### config.mk
export PLATFORM = sky130hd
export DESIGN_NAME = wprot_detect
export DESIGN_NICKNAME = d
export VERILOG_FILES = /design/src/rtl/wprot_pkg.sv /design/src/rtl/wprot_seq_match.sv /design/src/rtl/wprot_flag.sv /design/src/rtl/wprot_gate.sv /design/src/rtl/wprot_detect.sv
export SDC_FILE = /design/constraint.sdc
export NUM_CORES = 1
export LEC_CHECK = 0
export BUFFER_PORTS_ARGS = -buffer_cell sky130_fd_sc_hd__buf_2
export CORE_UTILIZATION = 30
export DETAILED_ROUTE_END_ITERATION = 6
export MAX_ROUTING_LAYER = met4
export SYNTH_ARGS = -nofsm -noshare
export SYNTH_HDL_FRONTEND = slang
export SYNTH_HIERARCHICAL = 1
export SYNTH_SLANG_ARGS = --single-unit
### constraint.sdc
create_clock -name clk -period 2.5 [get_ports clk]
set_clock_uncertainty 0.2 [all_clocks]
set_input_delay 0.25 -clock clk [delete_from_list [all_inputs] [get_ports clk]]
set_output_delay 0.25 -clock clk [all_outputs]
set_load 0.05 [all_outputs]
### src/rtl/wprot_pkg.sv
package wprot_pkg;

    localparam logic [14:0] KEY_ADDR_HI = 15'h5555;
    localparam logic [14:0] KEY_ADDR_LO = 15'h2AAA;
    localparam logic [7:0]  CODE_LEAD   = 8'hAA;
    localparam logic [7:0]  CODE_SECOND = 8'h55;
    localparam logic [7:0]  CODE_ARM    = 8'hA0;
    localparam logic [7:0]  CODE_EXTEND = 8'h80;
    localparam logic [7:0]  CODE_DISARM = 8'h20;

    typedef enum logic [2:0] {
        M_IDLE, M_K1, M_K2, M_OPEN, M_D3, M_D4, M_D5
    } mstate_t;

    typedef enum logic [1:0] {WC_NONE, WC_CMD, WC_OPEN, WC_PLAIN} wclass_t;

    typedef enum logic [1:0] {PD_NONE, PD_ARM, PD_DISARM} pend_t;

    typedef struct packed {
        logic    hit;
        mstate_t nxt;
        pend_t   evt;
    } step_t;

    typedef struct packed {
        logic accept;
        logic discard;
        logic kick;
    } verdict_t;

    function automatic step_t cmd_step(mstate_t s, logic at_hi, logic at_lo, logic [7:0] d);
        step_t r;
        r.hit = 1'b0;
        r.nxt = M_IDLE;
        r.evt = PD_NONE;
        case (s)
            M_IDLE: if (at_hi && d == CODE_LEAD)   begin r.hit = 1'b1; r.nxt = M_K1; end
            M_K1:   if (at_lo && d == CODE_SECOND) begin r.hit = 1'b1; r.nxt = M_K2; end
            M_K2: begin
                if (at_hi && d == CODE_ARM) begin
                    r.hit = 1'b1; r.nxt = M_OPEN; r.evt = PD_ARM;
                end else if (at_hi && d == CODE_EXTEND) begin
                    r.hit = 1'b1; r.nxt = M_D3;
                end
            end
            M_D3:   if (at_hi && d == CODE_LEAD)   begin r.hit = 1'b1; r.nxt = M_D4; end
            M_D4:   if (at_lo && d == CODE_SECOND) begin r.hit = 1'b1; r.nxt = M_D5; end
            M_D5: begin
                if (at_hi && d == CODE_DISARM) begin
                    r.hit = 1'b1; r.nxt = M_OPEN; r.evt = PD_DISARM;
                end
            end
            default: ;
        endcase
        return r;
    endfunction

endpackage

### src/rtl/wprot_seq_match.sv
module wprot_seq_match
    import wprot_pkg::*;
#(
    parameter int ADDR_W   = 15,
    parameter int DATA_W   = 8,
    parameter int LOAD_WIN = 16
) (
    input  logic              clk,
    input  logic              rst,
    input  logic              wr_valid,
    input  logic [ADDR_W-1:0] wr_addr,
    input  logic [DATA_W-1:0] wr_data,
    output wclass_t           wr_class,
    output pend_t             cmd_evt
);
    localparam int CNT_W = $clog2(LOAD_WIN + 1);

    mstate_t           state;
    logic [CNT_W-1:0]  gap_cnt;
    logic              hi_clear;
    logic              at_hi;
    logic              at_lo;
    step_t             st;

    generate
        if (DATA_W > 8) begin : g_wide
            assign hi_clear = ~|wr_data[DATA_W-1:8];
        end else begin : g_byte
            assign hi_clear = 1'b1;
        end
    endgenerate

    assign at_hi = hi_clear && (wr_addr == ADDR_W'(KEY_ADDR_HI));
    assign at_lo = hi_clear && (wr_addr == ADDR_W'(KEY_ADDR_LO));

    always_comb begin
        st       = cmd_step(state, at_hi, at_lo, wr_data[7:0]);
        wr_class = WC_NONE;
        cmd_evt  = PD_NONE;
        if (wr_valid) begin
            if (state == M_OPEN) begin
                wr_class = WC_OPEN;
            end else if (st.hit) begin
                wr_class = WC_CMD;
                cmd_evt  = st.evt;
            end else begin
                wr_class = WC_PLAIN;
            end
        end
    end

    always_ff @(posedge clk) begin
        if (rst) begin
            state   <= M_IDLE;
            gap_cnt <= '0;
        end else if (wr_valid) begin
            gap_cnt <= '0;
            if (state == M_OPEN) state <= M_OPEN;
            else if (st.hit)     state <= st.nxt;
            else                 state <= M_IDLE;
        end else if (state != M_IDLE) begin
            if (gap_cnt == CNT_W'(LOAD_WIN - 1)) begin
                state   <= M_IDLE;
                gap_cnt <= '0;
            end else begin
                gap_cnt <= gap_cnt + CNT_W'(1);
            end
        end
    end

    AST_WIN_BOUND: assert property (@(posedge clk) disable iff (rst)
        gap_cnt < CNT_W'(LOAD_WIN));
    AST_OPEN_HOLD: assert property (@(posedge clk) disable iff (rst)
        (state == M_OPEN && wr_valid) |=> state == M_OPEN);
    AST_BREAK_IDLE: assert property (@(posedge clk) disable iff (rst)
        (wr_class == WC_PLAIN) |=> state == M_IDLE);

endmodule

### src/rtl/wprot_flag.sv
module wprot_flag
    import wprot_pkg::*;
(
    input  logic  clk,
    input  logic  rst,
    input  logic  prot_init,
    input  pend_t cmd_evt,
    input  logic  cycle_done,
    output logic  prot
);
    pend_t pend;

    always_ff @(posedge clk) begin
        if (rst) begin
            prot <= prot_init;
            pend <= PD_NONE;
        end else begin
            if (cycle_done) begin
                if (pend == PD_ARM)         prot <= 1'b1;
                else if (pend == PD_DISARM) prot <= 1'b0;
                pend <= PD_NONE;
            end
            if (cmd_evt != PD_NONE) pend <= cmd_evt;
        end
    end

    AST_FLAG_HOLD: assert property (@(posedge clk) disable iff (rst)
        !cycle_done |=> $stable(prot));
    AST_ARM_TAKES: assert property (@(posedge clk) disable iff (rst)
        (cycle_done && pend == PD_ARM) |=> prot);
    AST_DISARM_TAKES: assert property (@(posedge clk) disable iff (rst)
        (cycle_done && pend == PD_DISARM) |=> !prot);

endmodule

### src/rtl/wprot_gate.sv
module wprot_gate
    import wprot_pkg::*;
(
    input  logic     clk,
    input  logic     rst,
    input  wclass_t  wr_class,
    input  logic     prot,
    output verdict_t verdict
);
    verdict_t nxt;

    always_comb begin
        nxt = '0;
        case (wr_class)
            WC_CMD:   nxt.discard = 1'b1;
            WC_OPEN:  nxt.accept  = 1'b1;
            WC_PLAIN: begin
                if (prot) begin
                    nxt.discard = 1'b1;
                    nxt.kick    = 1'b1;
                end else begin
                    nxt.accept  = 1'b1;
                end
            end
            default: ;
        endcase
    end

    always_ff @(posedge clk) begin
        if (rst) verdict <= '0;
        else     verdict <= nxt;
    end

    AST_CMD_DROPPED: assert property (@(posedge clk) disable iff (rst)
        (wr_class == WC_CMD) |=> (verdict.discard && !verdict.accept && !verdict.kick));
    AST_BLOCKED_KICK: assert property (@(posedge clk) disable iff (rst)
        (wr_class == WC_PLAIN && prot) |=> (verdict.discard && verdict.kick));
    AST_OPEN_PASS: assert property (@(posedge clk) disable iff (rst)
        (wr_class == WC_PLAIN && !prot) |=> (verdict.accept && !verdict.kick));
    AST_ONE_VERDICT: assert property (@(posedge clk) disable iff (rst)
        (wr_class != WC_NONE) |=> (verdict.accept ^ verdict.discard));
    AST_QUIET: assert property (@(posedge clk) disable iff (rst)
        (wr_class == WC_NONE) |=> (verdict == '0));

endmodule

### src/rtl/wprot_detect.sv
module wprot_detect
    import wprot_pkg::*;
#(
    parameter int ADDR_W   = 15,
    parameter int DATA_W   = 8,
    parameter int LOAD_WIN = 16
) (
    input  logic              clk,
    input  logic              rst,
    input  logic              prot_init,
    input  logic              wr_valid,
    input  logic [ADDR_W-1:0] wr_addr,
    input  logic [DATA_W-1:0] wr_data,
    input  logic              cycle_done,
    output logic              wr_accept,
    output logic              wr_discard,
    output logic              timer_start,
    output logic              prot_active
);
    wclass_t  wr_class;
    pend_t    cmd_evt;
    logic     prot;
    verdict_t verdict;

    wprot_seq_match #(
        .ADDR_W  (ADDR_W),
        .DATA_W  (DATA_W),
        .LOAD_WIN(LOAD_WIN)
    ) u_match (
        .clk     (clk),
        .rst     (rst),
        .wr_valid(wr_valid),
        .wr_addr (wr_addr),
        .wr_data (wr_data),
        .wr_class(wr_class),
        .cmd_evt (cmd_evt)
    );

    wprot_flag u_flag (
        .clk       (clk),
        .rst       (rst),
        .prot_init (prot_init),
        .cmd_evt   (cmd_evt),
        .cycle_done(cycle_done),
        .prot      (prot)
    );

    wprot_gate u_gate (
        .clk     (clk),
        .rst     (rst),
        .wr_class(wr_class),
        .prot    (prot),
        .verdict (verdict)
    );

    assign wr_accept   = verdict.accept;
    assign wr_discard  = verdict.discard;
    assign timer_start = verdict.kick;
    assign prot_active = prot;

    AST_RESET_LOAD: assert property (@(posedge clk)
        rst |=> (prot_active == $past(prot_init) && !wr_accept && !wr_discard && !timer_start));

endmodule

==> impl_metrics.toml <==
[place]
gp_congestion = 0.799
dpl.cell_count = 182
dp_hpwl_um = 1900
port_buffers = 31

[global_route]
met2_usage = 0.276
grtUsageMet1 = 0.173
antenna_found_initial = 0
top_usage_layer = "met2"
met3_usage = 0.0262
grt_max_degree = 15
grt_pass1_wl_um = 4020
grt_overflow = 0
grt_pass1_vias = 968
grtUsageTotal = 0.154

[synthesis]
ys.flop_type = "dfxtp_1"
yosysTopAreaCellShare = 0.267
yosysMostFrequentCell = "dfxtp_1"
ys_seq_elements = 14
synthCells = 110
synthArstFlopShare = 0
syn_nets = 139
synth_cell_types = 45
seq_area_frac_synth = 0.297
yosys.area.top_type = "dfxtp_1"
ys_warn_count = 6
syn_area_per_cell_um2 = 8.87
synth_edf_count = 1
synth_area_um2 = 976
synthTopCellsByCount = "dfxtp_1, nand2_1, inv_1, nand3_1"
ys_top_cells_by_area = "dfxtp_1, nor4b_4, nor4bb_1, and4_1, and4b_1"

[floorplan]
core_area_um2 = 3080
die-area_um2 = 3490
die_y_um = 59.0
pin_count = 32
rows = 20
die_w_um = 59.0
initial_utilization = 0.317

[timing]
relSlewSlack = 0.776
rsz0062_at_grt = "false"
min_period_ns = 2.04
hold_viol = 0
finalCritPeriodShare = 0.814
setup_violations = 0
slew_viol_final = 0
fmax_mhz = 491
worst_pin_slew_ns = 0.331
fin_setup_tns_ns = 0

[clocking]
path_clk_slew_ns = 0.08
cts_buffers = 3
clk_latency_ns = 0.28
cts_setup_buffers = 0
cts_tree = "done"
cts_buffer_depth = 2
cts.htree.levels = 1
cts_root_buf = "clkbuf_4"
ctsResizeCount = 0
postCtsHoldBufs = 0
cts.sinks = 14

[critical_path]
cp_max_fo = 2
startpoint_type = "flip-flop"
crit_buf_inv = 0
cp.arrival_ns = 2.04
slowest_stage = "or4_1"
cpLargestDelayFamily = "simple AND/OR/NAND/NOR gates"
crit_chain = "nor4b_4, nand3_1, or4_1, and3_1, nor2b_1, nor3b_2"
max_stage_delay_ns = 0.47
worstPathRequired_ns = 2.50
cp-end-kind = "flip-flop"
timing_worst_setup_path_type = "flip-flop to flip-flop"

[power_and_ir_drop]
p_switching_w = 0.000118
p_leak_nw = 0.485
total_power_w = 0.000467
power.density_nw_per_um2 = 387
p_seq_frac = 0.491
p_clk_frac = 0.343
switching_share = 0.252
combinationalPowerShare = 0.165
ir_worst_vdd_mv = 0.150
p_int_w = 0.000349

[detailed_routing]
routed_wl_um = 2310
drtPass1Iterations = 4
wl_per_cell_um = 12.4
ant_nets = 0
drt_iter0_markers = 33
via_per_inst = 5.28
route.detailed.drc = 0
vias = 983

[run]
cap_violations = 0

[final_layout]
drive_gt1_frac = 0.296
fin_nets = 172
antenna-diode-count = 0
area_growth_pct = 23.6
fillerInstances = 332
instances_no_fill = 186

[hold_path]
min_path_type = "input pin to flip-flop"

[run_status]
run_status = "completed"
==> path summary, 6_finish.rpt <==
kind / start / endpoint / slack [ns] / cells after the start
hold reg to reg: u_match/gap_cnt[4]$_SDFFE_PP0P_ / u_match/gap_cnt[4]$_SDFFE_PP0P_ / 0.26 / 2
setup / recovery: u_match/state[0]$_SDFFE_PP0P_ / u_gate/verdict[1]$_SDFF_PP0_ / 0.46 / 6
setup reg to reg: u_match/state[0]$_SDFFE_PP0P_ / u_gate/verdict[1]$_SDFF_PP0_ / 0.46 / 6
hold / removal: prot_init / u_flag/prot$_DFFE_PP_ / 0.06 / 3
==> routing by layer <==
| layer | vias to the layer above | routed length [um] | share of wire |
|---|---|---|---|
| li1 | 501 | - | - |
| met1 | 464 | 1030 | 0.45 |
| met2 | 16 | 1180 | 0.51 |
| met3 | 2 | 70 | 0.030 |
| met4 | 0 | 22 | 0.0095 |
| met5 | - | 0 | 0 |
==> layout by cell type, fill, tap and decap left out, types with 3 or more instances in the layout <==
cell type  instances
buf_2             31
dfxtp_1           13
nand2_1            8
inv_1              6
nand3_1            6
a21oi_1            5
nor3_1             5
nor2_1             4
nor4bb_1           4
and4_1             4
clkbuf_4           3
xor2_1             3
o21ai_0            3
or3b_1             3
nor4_1             3
and4b_1            3
nand4b_1           3
==> final cells by class <==
type / instances / area [um^2] / share of cell area
Multi-Input combinational cell: 86 / 639 / 0.530
Sequential cell: 14 / 290 / 0.241
Clock buffer: 4 / 36.3 / 0.0301
Inverter: 6 / 22.5 / 0.0187
Tap cell: 44 / 55.1 / 0.0456
Timing Repair Buffer: 32 / 163 / 0.135
==> cells by family after synthesis <==
group / Yosys count / synth area share
AND/OR/NAND/NOR: 62 / 0.473
AO/OA/AOI/OAI: 19 / 0.132
flip-flops: 14 / 0.297
buffers and inverters: 10 / 0.0474
XOR/XNOR: 3 / 0.0269
multiplexers: 1 / 0.0103
adder cells (fa/ha/maj): 1 / 0.0128
==> sequential cells by signal, indices dropped and copies added, names as in the netlist <==
| register | flops |
|---|---|
| u_match/gap_cnt | 5 |
| u_gate/verdict | 3 |
| u_match/state | 3 |
| u_flag/prot | 1 |
| u_flag/pend | 2 |
==> through the flow <==
step,hold slack [ns],cell area [um^2],worst slack (ns),util
after floorplan,0.119,976,0.560,-
after detailed placement,0.244,1170,0.412,0.380
after global placement,0.231,1170,0.461,0.380
after CTS,0.0476,1210,0.487,0.392
final,0.0629,1210,0.465,0.392
after global routing,0.0572,1210,0.363,0.392
==> power by group through the flow <==
stage | sequential (W) | clock, W | combinational [W]
after global placement | 0.000235 | 0 | 0.0000751
after floorplan | 0.000245 | 0 | 0.0000251
after CTS | 0.000230 | 0.000165 | 0.0000771
final | 0.000230 | 0.000160 | 0.0000771
after global routing | 0.000230 | 0.000173 | 0.0000845
after detailed placement | 0.000235 | 0 | 0.0000771
==> tightest hold or removal path, stage by stage <==
cell	delay, ns
buf_2	0.07
nand2_1	0.04
o21ai_0	0.06
No activity file was read; power rests on OpenSTA's default activity.
